### src/rtl/shram_pkg.sv
package shram_pkg;
   typedef enum logic [1:0] {
      SQ_IDLE   = 2'd0,
      SQ_STORE  = 2'd1,
      SQ_RECALL = 2'd2,
      SQ_HOLD   = 2'd3
   } sq_state_e;
endpackage

### src/rtl/shram_cells.sv
// Working and shadow arrays, one pair per byte lane.
module shram_cells #(
   parameter int ADDR_W = 4,
   parameter int LANE_W = 8,
   parameter int LANES  = 2
) (
   input  logic                      clk,
   input  logic                      host_wr,
   input  logic [ADDR_W-1:0]         host_addr,
   input  logic [LANES*LANE_W-1:0]   host_wdata,
   input  logic [LANES-1:0]          lane_n,
   input  logic [ADDR_W-1:0]         xfer_idx,
   input  logic                      load_work,
   input  logic                      load_shadow,
   output logic [LANES*LANE_W-1:0]   host_word
);
   localparam int DEPTH = 1 << ADDR_W;

   for (genvar l = 0; l < LANES; l++) begin : g_lane
      logic [LANE_W-1:0] work_m   [DEPTH];
      logic [LANE_W-1:0] shadow_m [DEPTH];

      always_ff @(posedge clk) begin
         if (load_work)
            work_m[xfer_idx] <= shadow_m[xfer_idx];
         else if (host_wr && !lane_n[l])
            work_m[host_addr] <= host_wdata[l*LANE_W +: LANE_W];
         if (load_shadow)
            shadow_m[xfer_idx] <= work_m[xfer_idx];
      end

      assign host_word[l*LANE_W +: LANE_W] = work_m[host_addr];
   end
endmodule

### src/rtl/shram_host.sv
// Host access qualification, registered read data and driver turn-off timer.
module shram_host #(
   parameter int LANE_W = 8,
   parameter int LANES  = 2,
   parameter int HZ_CYC = 2
) (
   input  logic                      clk,
   input  logic                      rst_n,
   input  logic                      cs_n,
   input  logic                      oe_n,
   input  logic                      we_n,
   input  logic                      hw_req_n,
   input  logic [LANES-1:0]          lane_n,
   input  logic                      xfer_busy,
   input  logic [LANES*LANE_W-1:0]   word_in,
   output logic                      host_wr,
   output logic [LANES*LANE_W-1:0]   rdata,
   output logic [LANES-1:0]          dq_oe
);
   localparam int HZW = $clog2(HZ_CYC + 1);

   logic           access_ok;
   logic           host_rd;
   logic           keep_on;
   logic [HZW-1:0] wcnt;

   assign access_ok = hw_req_n && !xfer_busy && !cs_n;
   assign host_wr   = access_ok && !we_n;
   assign host_rd   = access_ok && !oe_n && we_n;
   assign keep_on   = access_ok && !oe_n && !we_n && (wcnt < HZW'(HZ_CYC));

   always_ff @(posedge clk) begin
      if (!rst_n)
         wcnt <= '0;
      else if (we_n || cs_n)
         wcnt <= '0;
      else if (wcnt != HZW'(HZ_CYC))
         wcnt <= wcnt + 1'b1;
   end

   for (genvar l = 0; l < LANES; l++) begin : g_lane
      logic              oe_q;
      logic [LANE_W-1:0] rq;

      always_ff @(posedge clk) begin
         if (!rst_n) begin
            oe_q <= 1'b0;
            rq   <= '0;
         end else if (host_rd) begin
            oe_q <= !lane_n[l];
            rq   <= lane_n[l] ? '0 : word_in[l*LANE_W +: LANE_W];
         end else if (!keep_on) begin
            oe_q <= 1'b0;
         end
      end

      assign dq_oe[l] = oe_q;
      assign rdata[l*LANE_W +: LANE_W] = oe_q ? rq : '0;
   end
endmodule

### src/rtl/shram_trigger.sv
// Store/recall trigger arbitration, hardware delay timer and dirty tracking.
module shram_trigger #(
   parameter int DELAY_CYC = 4
) (
   input  logic clk,
   input  logic rst_n,
   input  logic hw_req_n,
   input  logic pwr_fail,
   input  logic auto_en,
   input  logic sw_store,
   input  logic sw_recall,
   input  logic seq_idle,
   input  logic host_wr,
   input  logic xfer_done,
   output logic store_go,
   output logic recall_go,
   output logic hold_go,
   output logic dirty_q
);
   localparam int CW = $clog2(DELAY_CYC + 1);

   logic          hw_prev;
   logic          pf_prev;
   logic          pend;
   logic [CW-1:0] cnt;
   logic          hw_fall;
   logic          hw_due;
   logic          armed;
   logic          pf_go;
   logic          hw_go;
   logic          sw_go;

   assign hw_fall   = hw_prev && !hw_req_n;
   assign hw_due    = pend && (cnt == '0);
   assign armed     = dirty_q || host_wr;
   assign pf_go     = seq_idle && pwr_fail && !pf_prev && auto_en && armed;
   assign hw_go     = seq_idle && hw_due && armed;
   assign sw_go     = seq_idle && sw_store;
   assign store_go  = sw_go || pf_go || hw_go;
   assign hold_go   = sw_go || (hw_go && !pf_go);
   assign recall_go = seq_idle && sw_recall && !store_go;

   always_ff @(posedge clk) begin
      if (!rst_n) begin
         hw_prev <= 1'b1;
         pf_prev <= 1'b1;
         pend    <= 1'b0;
         cnt     <= '0;
         dirty_q <= 1'b0;
      end else begin
         hw_prev <= hw_req_n;
         pf_prev <= pwr_fail;
         if (hw_fall) begin
            pend <= 1'b1;
            cnt  <= CW'(DELAY_CYC - 1);
         end else if (pend) begin
            if (cnt != '0)
               cnt <= cnt - 1'b1;
            else if (seq_idle)
               pend <= 1'b0;
         end
         if (pf_go)
            pend <= 1'b0;
         if (xfer_done)
            dirty_q <= 1'b0;
         else if (host_wr)
            dirty_q <= 1'b1;
      end
   end
endmodule

### src/rtl/shram_seq.sv
// Bulk transfer sequencer: one word per clock, then an optional drive-high phase.
module shram_seq
   import shram_pkg::*;
#(
   parameter int ADDR_W   = 4,
   parameter int HOLD_CYC = 3
) (
   input  logic              clk,
   input  logic              rst_n,
   input  logic              store_go,
   input  logic              recall_go,
   input  logic              hold_go,
   output logic [ADDR_W-1:0] xfer_idx,
   output logic              load_shadow,
   output logic              load_work,
   output logic              seq_idle,
   output logic              xfer_busy,
   output logic              xfer_done,
   output logic              busy_n,
   output logic              busy_drv
);
   localparam int HW = $clog2(HOLD_CYC + 1);

   sq_state_e     state;
   logic          hold_q;
   logic [HW-1:0] hcnt;

   assign xfer_busy   = (state == SQ_STORE) || (state == SQ_RECALL);
   assign xfer_done   = xfer_busy && (xfer_idx == '1);
   assign load_shadow = (state == SQ_STORE);
   assign load_work   = (state == SQ_RECALL);
   assign seq_idle    = (state == SQ_IDLE);
   assign busy_n      = !xfer_busy;
   assign busy_drv    = (state != SQ_IDLE);

   always_ff @(posedge clk) begin
      if (!rst_n) begin
         state    <= SQ_RECALL;
         xfer_idx <= '0;
         hold_q   <= 1'b0;
         hcnt     <= '0;
      end else begin
         unique case (state)
            SQ_IDLE: begin
               xfer_idx <= '0;
               if (store_go) begin
                  state  <= SQ_STORE;
                  hold_q <= hold_go;
               end else if (recall_go) begin
                  state  <= SQ_RECALL;
                  hold_q <= 1'b0;
               end
            end
            SQ_STORE, SQ_RECALL: begin
               xfer_idx <= xfer_idx + 1'b1;
               if (xfer_idx == '1) begin
                  if (hold_q) begin
                     state <= SQ_HOLD;
                     hcnt  <= HW'(HOLD_CYC - 1);
                  end else begin
                     state <= SQ_IDLE;
                  end
               end
            end
            SQ_HOLD: begin
               if (hcnt == '0)
                  state <= SQ_IDLE;
               else
                  hcnt <= hcnt - 1'b1;
            end
            default: state <= SQ_IDLE;
         endcase
      end
   end
endmodule

### src/rtl/shadow_ram_ctrl.sv
module shadow_ram_ctrl #(
   parameter int ADDR_W    = 4,
   parameter int LANE_W    = 8,
   parameter int LANES     = 2,
   parameter int DELAY_CYC = 4,
   parameter int HOLD_CYC  = 3,
   parameter int HZ_CYC    = 2
) (
   input  logic                     clk,
   input  logic                     rst_n,
   input  logic                     cs_n,
   input  logic                     oe_n,
   input  logic                     we_n,
   input  logic [LANES-1:0]         lane_n,
   input  logic [ADDR_W-1:0]        addr,
   input  logic [LANES*LANE_W-1:0]  wdata,
   output logic [LANES*LANE_W-1:0]  rdata,
   output logic [LANES-1:0]         dq_oe,
   input  logic                     hw_req_n,
   output logic                     busy_n,
   output logic                     busy_drv,
   input  logic                     sw_store,
   input  logic                     sw_recall,
   input  logic                     pwr_fail,
   input  logic                     auto_en
);
   localparam int DATA_W = LANES * LANE_W;

   if (ADDR_W < 1 || ADDR_W > 10) begin : g_bad_addr
      $error("shadow_ram_ctrl: ADDR_W must be 1..10");
   end
   if (LANES < 1 || LANE_W < 1) begin : g_bad_lane
      $error("shadow_ram_ctrl: LANES and LANE_W must be positive");
   end
   if (DELAY_CYC < 1 || HOLD_CYC < 1 || HZ_CYC < 1) begin : g_bad_timer
      $error("shadow_ram_ctrl: timer parameters must be at least 1");
   end

   logic              host_wr;
   logic              store_go;
   logic              recall_go;
   logic              hold_go;
   logic              dirty_q;
   logic              seq_idle;
   logic              xfer_busy;
   logic              xfer_done;
   logic              load_shadow;
   logic              load_work;
   logic [ADDR_W-1:0] xfer_idx;
   logic [DATA_W-1:0] host_word;

   shram_host #(.LANE_W(LANE_W), .LANES(LANES), .HZ_CYC(HZ_CYC)) u_host (
      .clk(clk), .rst_n(rst_n), .cs_n(cs_n), .oe_n(oe_n), .we_n(we_n),
      .hw_req_n(hw_req_n), .lane_n(lane_n), .xfer_busy(xfer_busy),
      .word_in(host_word), .host_wr(host_wr), .rdata(rdata), .dq_oe(dq_oe)
   );

   shram_trigger #(.DELAY_CYC(DELAY_CYC)) u_trig (
      .clk(clk), .rst_n(rst_n), .hw_req_n(hw_req_n), .pwr_fail(pwr_fail),
      .auto_en(auto_en), .sw_store(sw_store), .sw_recall(sw_recall),
      .seq_idle(seq_idle), .host_wr(host_wr), .xfer_done(xfer_done),
      .store_go(store_go), .recall_go(recall_go), .hold_go(hold_go),
      .dirty_q(dirty_q)
   );

   shram_seq #(.ADDR_W(ADDR_W), .HOLD_CYC(HOLD_CYC)) u_seq (
      .clk(clk), .rst_n(rst_n), .store_go(store_go), .recall_go(recall_go),
      .hold_go(hold_go), .xfer_idx(xfer_idx), .load_shadow(load_shadow),
      .load_work(load_work), .seq_idle(seq_idle), .xfer_busy(xfer_busy),
      .xfer_done(xfer_done), .busy_n(busy_n), .busy_drv(busy_drv)
   );

   shram_cells #(.ADDR_W(ADDR_W), .LANE_W(LANE_W), .LANES(LANES)) u_cells (
      .clk(clk), .host_wr(host_wr), .host_addr(addr), .host_wdata(wdata),
      .lane_n(lane_n), .xfer_idx(xfer_idx), .load_work(load_work),
      .load_shadow(load_shadow), .host_word(host_word)
   );
endmodule

### config.mk
export PLATFORM = sky130hd
export DESIGN_NAME = shadow_ram_ctrl
export DESIGN_NICKNAME = d
export VERILOG_FILES = /design/src/rtl/shram_pkg.sv /design/src/rtl/shram_cells.sv /design/src/rtl/shram_host.sv /design/src/rtl/shram_trigger.sv /design/src/rtl/shram_seq.sv /design/src/rtl/shadow_ram_ctrl.sv
export SDC_FILE = /design/constraint.sdc
export NUM_CORES = 1
export LEC_CHECK = 0
export ABC_AREA = 1
export BUFFER_PORTS_ARGS = -buffer_cell sky130_fd_sc_hd__buf_2
export CAP_MARGIN = 20
export CORE_ASPECT_RATIO = 1.2
export CORE_MARGIN = 3
export CORE_UTILIZATION = 40
export CTS_BUF_LIST = sky130_fd_sc_hd__clkbuf_8
export DETAILED_ROUTE_END_ITERATION = 16
export HOLD_SLACK_MARGIN = 0.15
export PLACE_DENSITY = 0.55
export SYNTH_ARGS = -nofsm -noshare
export SYNTH_HDL_FRONTEND = slang
export SYNTH_SLANG_ARGS = --single-unit
### constraint.sdc
create_clock -name clk -period 2.75 [get_ports clk]
set_input_delay 0.275 -clock clk [delete_from_list [all_inputs] [get_ports clk]]
set_output_delay 0.275 -clock clk [all_outputs]
set_load 0.02 [all_outputs]
==> impl_metrics.csv <==
group,metric,value,unit
routing,wl,72880,um
routing,wl_per_cell,21.68,um
clock_network,cts_buffers,85,
clock_network,clockBufferDepth,3,
sta,maxClockFrequency,0.3847,GHz
clock_network,clock-sinks,552,
yosys,syn-num-nets,2418,
pwr,peakVddDrop,0.3875,mV
yosys,ys_types,36,
global_route,grt_max_degree,153,
sta,worstMarginPinSlew,834.2,ps
global_route,grt_pass1_wl,109300,um
sta,max_slew_margin,0.4433,
floorplan,fp-row-count,99,
yosys,synth_edf_count,512,
floorplan,dieArea,65430,sq um
yosys,netlist_instances,2373,
yosys,ys_top_cells_by_count,"edfxtp_1 (512), nor2_1 (420), o21ai_0 (349)",
worst_setup_path,r2r_cells,9,
sta,final-hold-violation-count,0,
yosys,synth-compound-area-share,0.1558,
placement,gp_congestion,0.8647,
clock_network,insertion_delay,680,ps
clock_network,cts_setup_buffers,0,
routing,drt_pass1_iterations,5,
worst_hold_path,worstHoldStart,"lane_n[0]",
global_route,antenna_found_initial,1,
placement,placed_cells,3190,
worst_hold_path,hold_path_end,"u_host.g_lane[0].rq[0]",
floorplan,core,61320,sq um
yosys,synth_area,24950,sq um
run,max-cap-violations,0,
floorplan,fp.dieH,279.6,um
floorplan,num_io_pins,52,
clock_network,cts-root-buf,"clkbuf_8",
sta,setup_tns,0,ps
placement,post-dp-hpwl,45100,um
worst_hold_path,hold_depth,6,
yosys,yosys.area.top_type,"edfxtp_1",
yosys,synth-async-reset-ratio,0,
layout,layout.cells.non_filler,3361,
yosys,synth_top_family_by_area,"compound AO/OA/AOI/OAI gates",
sta,worst_hold_slack,200.2,ps
routing,drc,0,
global_route,grt_overflow,0,
yosys,synthAdderAreaFrac,0.006518,
yosys,syn_avg_cell_area,10.52,sq um
layout,drive_gt1_frac,0.1328,
worst_setup_path,end_kind,"register",
pwr,leakage,10.07,nW
pwr,power_density,907.6,nW/um^2
yosys,synth-simple-area-share,0.1323,
routing,dr.first_iter.drc_count,1543,
clock_network,cts_tree,"built",
worst_setup_path,startpoint_type,"register",
placement,port_buffers,51,
clock_network,clk_pin_slew,60,ps
floorplan,initial_core_util,0.4070,
outcome,status,"complete, no violations",
yosys,synth_top_area_frac,0.6161,
layout,nFillCells,5655,
placement,place_ws,66.88,ps
worst_setup_path,crit_fanout,6,
yosys,synth_mux_area_frac,0,
yosys,yosysMostFrequentCell,"edfxtp_1",
yosys,yosys_register_bits,552,
worst_hold_path,hp-class,"input pin to register",
global_route,track_usage,0.2212,
sta,setup_violations,0,
worst_setup_path,rrSetupSlack,150,ps
routing,vias,18500,
clock_network,cts.htree.levels,3,
worst_setup_path,worstPathArrival,3200,ps
layout,layout.nets,2533,
yosys,ys.flop_type,"edfxtp_1",
yosys,yosys_warnings,0,
sta,report.final.slew_viol_count,0,
routing,vias_per_cell,5.504,
layout,area_growth,13.51,%
sta,worst_clock_skew,32.51,ps
worst_setup_path,crit_type,"register to register",
yosys,yosys.area_share.xor_xnor,0.0003510,
yosys,seq_area_frac_synth,0.6482,
worst_setup_path,required,3350,ps
worst_setup_path,r2r_start,"u_seq.state[1]",
worst_setup_path,rr_endpoint,"u_host.g_lane[0].oe_q",
sta,layout_min_cycle_time,2599,ps
sta,fin_ws,150.6,ps
pwr,power.total,25.71,mW
global_route,grt_pass1_vias,18037,
floorplan,die_w,234.0,um
routing,antenna_left,0,
yosys,synth_area_leaders,"edfxtp_1 (62%), o21ai_0 (7.0%), nor2_1 (6.3%)",
sta,period_share,0.9453,
## power by group
part | leakage (nW) | total (mW) | internal (mW) | switching [mW]
Sequential | 4.94 | 11.7 | 11.4 | 0.318
Combinational | 4.24 | 7.55 | 2.12 | 5.43
Clock | 0.888 | 6.41 | 3.22 | 3.19
## what timing repair did
action	in CTS	in global routing
setup endpoints to repair	0	166
hold endpoints to repair	36	0
resized for setup	0	2
hold buffers	16	0
## metrics by stage
stage / util / area (sq um)
2_1_floorplan: - / 24950
3_3_place_gp: 0.4332 / 26560
6_report: 0.4620 / 28330
5_1_grt: 0.4620 / 28330
3_5_place_dp: 0.4332 / 26560
4_1_cts: 0.4613 / 28280
## flip-flops by register name, summed over array words and instances, names as in the netlist, 3 cells and up, named ones only
| register | count |
|---|---|
| u_cells.g_lane.shadow_m | 256 |
| u_cells.g_lane.work_m | 256 |
| u_host.g_lane.rq | 16 |
| u_seq.xfer_idx | 4 |
| u_trig.cnt | 3 |
## layout by cell type, fill, tap and decap left out, types with 4 or more instances in the layout
cell / Yosys / final
edfxtp_1: 512 / 512
nor2_1: 420 / 404
o21ai_0: 349 / 349
nand2_1: 201 / 201
inv_1: 148 / 170
nand3_1: 152 / 152
o211ai_1: 126 / 126
buf_4: 16 / 118
a21oi_1: 108 / 108
clkbuf_8: 0 / 90
buf_2: 53 / 50
o21ai_1: 39 / 39
dfxtp_1: 40 / 36
o221ai_1: 27 / 27
clkinv_1: 2 / 20
nor2_2: 0 / 16
dlygate4sd3_1: 0 / 16
a31oi_1: 15 / 15
ha_1: 13 / 12
buf_12: 0 / 12
nor3_1: 11 / 11
inv_2: 4 / 7
clkinv_2: 0 / 7
o22ai_1: 6 / 6
nand2_2: 6 / 6
o21ai_2: 5 / 5
inv_6: 0 / 4
clkinvlp_4: 0 / 4
## critical path: stages, from the launching register on
cell and delay, ps:
dfxtp_1 390, inv_1 120, ha_4 260, nor2_4 130
nand3_4 100, nor3_1 160, dlygate4sd3_1 610, nand2_1 60
a21oi_1 130, dlygate4sd3_1 570
## layer usage
| metal | track usage | part of all wire |
|---|---|---|
| met2 | 0.3679 | 0.49 |
| met5 | 0 | 0 |
| met1 | 0.2833 | 0.41 |
| met4 | 0.1118 | 0.047 |
| met3 | 0.02970 | 0.059 |
## layout make-up
class / instances / area, sq um / share of cell area
Timing Repair Buffer: 198 / 1559 / 0.05504
Sequential cell: 552 / 16190 / 0.5714
Clock buffer: 90 / 1239 / 0.04373
Antenna cell: 1 / 2.502 / 0.00008834
Tap cell: 808 / 1011 / 0.03569
Multi-Input combinational cell: 1496 / 7415 / 0.2618
Clock inverter: 61 / 325.3 / 0.01148
Inverter: 155 / 589.3 / 0.02080
## worst max-delay path by stage
stage | startpoint | end | slack [ps] | cells past startpoint
5_1_grt | u_seq.state[0] | u_host.g_lane[0].oe_q | -3 | 9
2_1_floorplan | u_seq.state[0] | u_cells.g_lane[0].work_m[13][0] | 140 | 10
3_3_place_gp | u_seq.state[0] | u_cells.g_lane[0].work_m[15][3] | 120 | 11
4_1_cts | u_seq.state[1] | u_cells.g_lane[0].work_m[15][5] | 60 | 11
3_5_place_dp | u_seq.state[0] | u_cells.g_lane[0].work_m[15][4] | 70 | 11
6_report | u_seq.state[1] | u_host.g_lane[0].oe_q | 150 | 9
## kinds of logic after synthesis
kind of cell | after synthesis
XOR/XNOR | 1
adder cells (fa/ha/maj) | 13
buffers and inverters | 325
AND/OR/NAND/NOR | 802
flip-flops | 552
AO/OA/AOI/OAI | 680
Power figures use the tool's default switching activity.
